--- src/rtl/sts_irq_pkg.sv ---
package sts_irq_pkg;
  localparam int DW      = 32;
  localparam int NUM_EV  = 7;
  localparam int EN_POS  = 24;
  localparam int IDX_CSR = 4;
  localparam int IDX_INS = 6;

  // status bit of each event index; software decodes these positions
  function automatic int ev_pos(input int idx);
    case (idx)
      0: return 0;
      1: return 1;
      2: return 2;
      3: return 3;
      4: return 8;
      5: return 9;
      6: return 10;
      default: return 0;
    endcase
  endfunction
endpackage

--- src/rtl/sts_flag_bank.sv ---
module sts_flag_bank #(
  parameter int N = 7
) (
  input  logic         clk_i,
  input  logic         rst_ni,
  input  logic [N-1:0] ev_i,
  input  logic         clr_i,
  output logic [N-1:0] flags_o
);
  logic [N-1:0] flags_q;

  // a new event wins over the clear so nothing is lost
  always_ff @(posedge clk_i or negedge rst_ni) begin
    if (!rst_ni) flags_q <= '0;
    else         flags_q <= (clr_i ? '0 : flags_q) | ev_i;
  end

  assign flags_o = flags_q;
endmodule

--- src/rtl/sts_mask_reg.sv ---
module sts_mask_reg #(
  parameter int N = 7
) (
  input  logic         clk_i,
  input  logic         rst_ni,
  input  logic [N-1:0] set_i,
  input  logic [N-1:0] clr_i,
  output logic [N-1:0] mask_o
);
  logic [N-1:0] mask_q;

  // clear applied last: disable wins a collision
  always_ff @(posedge clk_i or negedge rst_ni) begin
    if (!rst_ni) mask_q <= '0;
    else         mask_q <= (mask_q | set_i) & ~clr_i;
  end

  assign mask_o = mask_q;
endmodule

--- src/rtl/sts_irq_combine.sv ---
module sts_irq_combine #(
  parameter int N       = 7,
  parameter int IDX_A   = 6,
  parameter int IDX_B   = 4
) (
  input  logic [N-1:0] flags_i,
  input  logic [N-1:0] mask_i,
  output logic         irq_o,
  output logic         done_o
);
  assign irq_o  = |(flags_i & mask_i);
  assign done_o = flags_i[IDX_A] & flags_i[IDX_B];
endmodule

--- src/rtl/sts_irq_unit.sv ---
module sts_irq_unit
  import sts_irq_pkg::*;
(
  input  logic              clk_i,
  input  logic              rst_ni,
  input  logic [NUM_EV-1:0] ev_i,
  input  logic              enabled_i,
  input  logic              sts_rd_i,
  input  logic              ien_we_i,
  input  logic [DW-1:0]     ien_wdata_i,
  input  logic              idis_we_i,
  input  logic [DW-1:0]     idis_wdata_i,
  output logic [DW-1:0]     sts_o,
  output logic [DW-1:0]     mask_o,
  output logic              irq_o,
  output logic              cmd_done_o
);
  logic [NUM_EV-1:0] flags;
  logic [NUM_EV-1:0] mask;
  logic [NUM_EV-1:0] mset;
  logic [NUM_EV-1:0] mclr;
  logic [DW-1:0]     ev_word;
  logic [DW-1:0]     msk_word;

  for (genvar i = 0; i < NUM_EV; i++) begin : g_map
    localparam int P = ev_pos(i);
    assign mset[i] = ien_we_i  & ien_wdata_i[P];
    assign mclr[i] = idis_we_i & idis_wdata_i[P];
  end

  always_comb begin
    ev_word  = '0;
    msk_word = '0;
    for (int i = 0; i < NUM_EV; i++) begin
      ev_word[ev_pos(i)]  = flags[i];
      msk_word[ev_pos(i)] = mask[i];
    end
    ev_word[EN_POS] = enabled_i;
  end

  sts_flag_bank #(.N(NUM_EV)) u_flags (
    .clk_i   (clk_i),
    .rst_ni  (rst_ni),
    .ev_i    (ev_i),
    .clr_i   (sts_rd_i),
    .flags_o (flags)
  );

  sts_mask_reg #(.N(NUM_EV)) u_mask (
    .clk_i  (clk_i),
    .rst_ni (rst_ni),
    .set_i  (mset),
    .clr_i  (mclr),
    .mask_o (mask)
  );

  sts_irq_combine #(.N(NUM_EV), .IDX_A(IDX_INS), .IDX_B(IDX_CSR)) u_comb (
    .flags_i (flags),
    .mask_i  (mask),
    .irq_o   (irq_o),
    .done_o  (cmd_done_o)
  );

  assign sts_o  = ev_word;
  assign mask_o = msk_word;
endmodule

--- config.mk ---
export PLATFORM = sky130hd
export DESIGN_NAME = sts_irq_unit
export DESIGN_NICKNAME = d
export VERILOG_FILES = /design/src/rtl/sts_irq_pkg.sv /design/src/rtl/sts_flag_bank.sv /design/src/rtl/sts_mask_reg.sv /design/src/rtl/sts_irq_combine.sv /design/src/rtl/sts_irq_unit.sv
export SDC_FILE = /design/constraint.sdc
export NUM_CORES = 1
export LEC_CHECK = 0
export BUFFER_PORTS_ARGS = -buffer_cell sky130_fd_sc_hd__buf_2
export CORE_ASPECT_RATIO = 0.5
export CORE_MARGIN = 2
export CORE_UTILIZATION = 28
export DETAILED_ROUTE_END_ITERATION = 10
export GPL_TIMING_DRIVEN = 0
export HOLD_SLACK_MARGIN = 0.08
export PLACE_DENSITY = 0.76
export SKIP_LAST_GASP = 1
export SYNTH_ARGS = -nofsm -noshare
export SYNTH_HDL_FRONTEND = slang
export SYNTH_SLANG_ARGS = --single-unit
--- constraint.sdc ---
create_clock -name clk_i -period 0.9 [get_ports clk_i]
set_input_delay 0.045 -clock clk_i [delete_from_list [all_inputs] [get_ports clk_i]]
set_output_delay 0.045 -clock clk_i [all_outputs]
set_load 0.01 [all_outputs]
[After elaboration in Yosys (flattened, before gate mapping)]
Cells that the tools add are included.
Word-level totals
  bits in registers: 14
  output and inout bits: 66
  word-level logic and storage cells: 24
Cells by class
  mux-type cells: 1
  bitwise logic cells: 20
  reductions and logical operators: 1
Operator list (count)
  AND 1 bit: 15
  AND 7 bit: 2
  OR 7 bit: 2
  2-to-1 mux 7 bit: 1
  NOT 7 bit: 1
  OR reduction 7 bit: 1

[Logic depth before layout (Yosys ltp)]
  depth after elaboration: 3
  mapped depth: 2
  depth with buffers taken out: 2

[Cells and area by module]
From an unflattened synthesis, not the netlist that was laid out.
Unflattened totals
  cell total of the unflattened synthesis: 99
  area, all modules: 979.7 um^2
Modules (own cells, without submodules)
  sts_irq_unit: instances 1, cells an instance 65, area each 466.7 um^2, sequential area each 0.0 um^2
  sts_mask_reg: instances 1, cells an instance 14, area each 245.2 um^2, sequential area each 175.2 um^2
  sts_flag_bank: instances 1, cells an instance 15, area each 231.5 um^2, sequential area each 175.2 um^2
  sts_irq_combine: instances 1, cells an instance 5, area each 36.3 um^2, sequential area each 0.0 um^2

[Least setup slack after synthesis]
Ideal clock, no wire load.
  path kind: register to output
  start: register u_flags.flags_q[4], in the netlist u_flags.flags_o[4]
  end: output port irq_o
  arrival: 0.899 ns
  required time: 0.855 ns
  setup slack: -0.044 ns
  cell stages (with the launch flop): 3
  path buffers: 0
  cell sequence: dfrtp_1 -> a222oi_1 -> nand3_1
On the way
  longest elaborated chain between the ends: 2
RTL lines
  start: declaration: line sts_flag_bank.sv:10  | logic [N-1:0] flags_q;
  start signal: assignment: line sts_flag_bank.sv:15  | else flags_q <= (clr_i ? '0 : flags_q) | ev_i;
  AND 7 bit: line sts_irq_combine.sv:11  | assign irq_o = |(flags_i & mask_i);
  OR reduction 7 bit: line sts_irq_combine.sv:11
  end: declaration: line sts_irq_unit.sv:15  | output logic irq_o,
No other way between the ends.

[Worst setup path in the final report]
  start: register u_mask.mask_q[4], in the netlist u_mask.mask_o[4]
  end: output port irq_o
On the way
  longest elaborated chain between the ends: 2
RTL lines
  start: declaration: line sts_mask_reg.sv:10  | logic [N-1:0] mask_q;
  start signal: assignment: line sts_mask_reg.sv:15  | else mask_q <= (mask_q | set_i) & ~clr_i;
  AND 7 bit: line sts_irq_combine.sv:11
  OR reduction 7 bit: line sts_irq_combine.sv:11
No other way between the ends.

==> results.json <==
{
  "track_usage": 0.1202,
  "drv_cap": 0,
  "ys_ff_latch": 14,
  "rows": 14,
  "final_nets": 280,
  "synth_top_area_frac": 0.4196,
  "htreeDepth": 1,
  "timing.final.crit_share": 1.427,
  "dr.pass1.iters": 4,
  "synth.mux.area_fraction": 0,
  "antenna_found_initial": 0,
  "start_util": 0.2952,
  "syn_area_sq_um": 894.6,
  "fin_ws_ps": -384.3,
  "die_area_sq_um": 3691,
  "gr-total-overflow": 0,
  "tns_ps": -548.8,
  "rsz0062_at_grt": "true",
  "clk_pin_slew_ps": 60,
  "dp.cells": 222,
  "cts_tree": "built",
  "crit_path_max_fanout": 3,
  "ir_drop_v": 0.0008127,
  "setup_viol": 3,
  "drt_iter0_markers": 7,
  "ys_seq_area_frac": 0.3916,
  "hold_path.class": "primary input to register",
  "grt_pass1_vias": 777,
  "ys_types": 11,
  "finalWirelength_um": 2303,
  "fin_skew_ps": 0,
  "slew_viol_final": 0,
  "end_kind": "primary output",
  "io_pins": 143,
  "avgSynthCellArea_sq_um": 9.724,
  "power-per-cell-area_nw_per_um2": 1244,
  "synth.area.top_cells": "buf_4 42%, dfrtp_1 39%, a21oi_1 7.8%",
  "status": "finished, violations left",
  "crit_arrival_ps": 1240,
  "vias": 881,
  "grt_max_degree": 15,
  "start_kind": "register",
  "grt_pass1_wl_um": 3387,
  "synth_xor_area_frac": 0,
  "yosys.area.top_type": "buf_4",
  "die_h_um": 43.97,
  "gp_congestion": 0.8550,
  "antenna_cells": 0,
  "port_buffers": 42,
  "fillers": 288,
  "cts-root-buf": "clkbuf_8",
  "synth_top_family_by_area": "buffers and inverters",
  "post_drt_wl_per_cell_um": 9.517,
  "drive_gt1_frac": 0.4901,
  "syn_to_final_growth_pct": 73.15,
  "layout_min_cycle_time_ps": 1284,
  "yosysWarnings": 0,
  "drc": 0,
  "viasPerCell": 3.640,
  "instances_no_fill": 242,
  "synth-simple-area-share": 0.01399,
  "cts_inserted_buffers": 3,
  "synthAdderAreaFrac": 0,
  "synth-compound-area-share": 0.1664,
  "finalHoldViolCount": 0,
  "power.total_w": 0.001927,
  "postSynthCellCount": 92,
  "drtAntennaViolNets": 0,
  "cts_num_sinks": 14,
  "core_area_sq_um": 3030,
  "fmax_mhz": 778.7,
  "leakagePower_nw": 0.9273,
  "violations": "negative setup slack",
  "critPathKind": "register to primary output",
  "clk_latency_ps": 240,
  "die_w_um": 83.94,
  "critical_path_required_ps": 850,
  "clockBufferDepth": 2
}
[cell families (layout without fill, tap and decap cells)]
logic type | after synthesis | after routing
other | 1 | 49
AO/OA/AOI/OAI | 24 | 24
buffers and inverters | 51 | 113
flip-flops | 14 | 14
AND/OR/NAND/NOR | 2 | 2
[critical path, cell delays in order, from the launching register on]
cell      delay [ps]
dfrtp_1          400
a222oi_1         330
nand3_1          120
buf_2            160
[cell type report]
cell class	instances	area, sq um	area share
buffer	50	375.4	0.2423
inverter	1	3.754	0.002423
tap	40	50.05	0.03231
clock buffer	4	55.05	0.03554
multi-input combinational	75	346.6	0.2237
timing repair buffer	58	367.9	0.2375
sequential	14	350.3	0.2262
[cells in the final DEF, fill, tap and decap left out, drive strengths merged]
cell / count
conb: 49
clkbuf: 4
dfrtp: 14
a222oi: 1
buf: 93
nand3: 1
a21oi: 14
a21o: 7
a22oi: 2
inv: 1
dlygate4sd3: 15
and2: 1
[per-stage QoR]
| step | cell area, sq um | utilization | hold WS (ps) | setup WS [ps] |
|---|---|---|---|---|
| after floorplan | 1075 | - | -250.6 | -36.65 |
| after global placement | 1335 | 0.4405 | -52.15 | -104.5 |
| after detailed placement | 1335 | 0.4405 | -46.12 | -121.9 |
| after CTS | 1540 | 0.5083 | 81.13 | -387.5 |
| after global routing | 1549 | 0.5111 | 93.04 | -452.2 |
| final | 1549 | 0.5111 | 88.13 | -384.3 |
[where the power goes]
group          internal (W)  switching, W
clock network      0.000387      0.000211
registers          0.000688     0.0000473
logic              0.000319      0.000274
[synth_stat cells]
cell type / n
buf_4: 50
a21oi_1: 14
dfrtp_1: 14
a21o_1: 6
a22oi_1: 2
a21o_2: 1
a222oi_1: 1
and2_2: 1
conb_1: 1
inv_1: 1
nand3_1: 1
[path summary, 6_finish.rpt]
kind                                               from                      endpoint  slack [ps]  cells past startpoint
setup / recovery             u_mask.mask_o[4]$_DFF_PN0_                         irq_o        -380                      3
hold / removal                           ien_wdata_i[9]    u_mask.mask_o[5]$_DFF_PN0_          90                      3
setup reg to reg             u_mask.mask_o[6]$_DFF_PN0_    u_mask.mask_o[6]$_DFF_PN0_         170                      2
hold reg to reg            u_flags.flags_o[1]$_DFF_PN0_  u_flags.flags_o[1]$_DFF_PN0_         510                      1
max in group asynchronous                        rst_ni  u_flags.flags_o[6]$_DFF_PN0_         450                      2
min in group asynchronous                        rst_ni  u_flags.flags_o[4]$_DFF_PN0_         220                      2
[repair_timing]
item | CTS | global route
pin swaps | 0 | 1
hold endpoints to repair | 28 | 0
buffers inserted | 0 | 1
endpoints found under the setup margin | 2 | 2
gates resized for setup | 0 | 1
hold buffers | 15 | 0
[layer usage]
metal  wire length [um]  track usage  up-vias
met2               1359       0.2416       51
li1                   -            -      426
met5                  0            0        -
met1                697       0.1081      396
met3                180      0.03429        8
met4                 66      0.08387        0
[flip-flops by register name, indices dropped and copies added (netlist names)]
| name | count |
|---|---|
| u_flags.flags_o | 7 |
| u_mask.mask_o | 7 |
No activity file was read; power rests on OpenSTA's default activity.
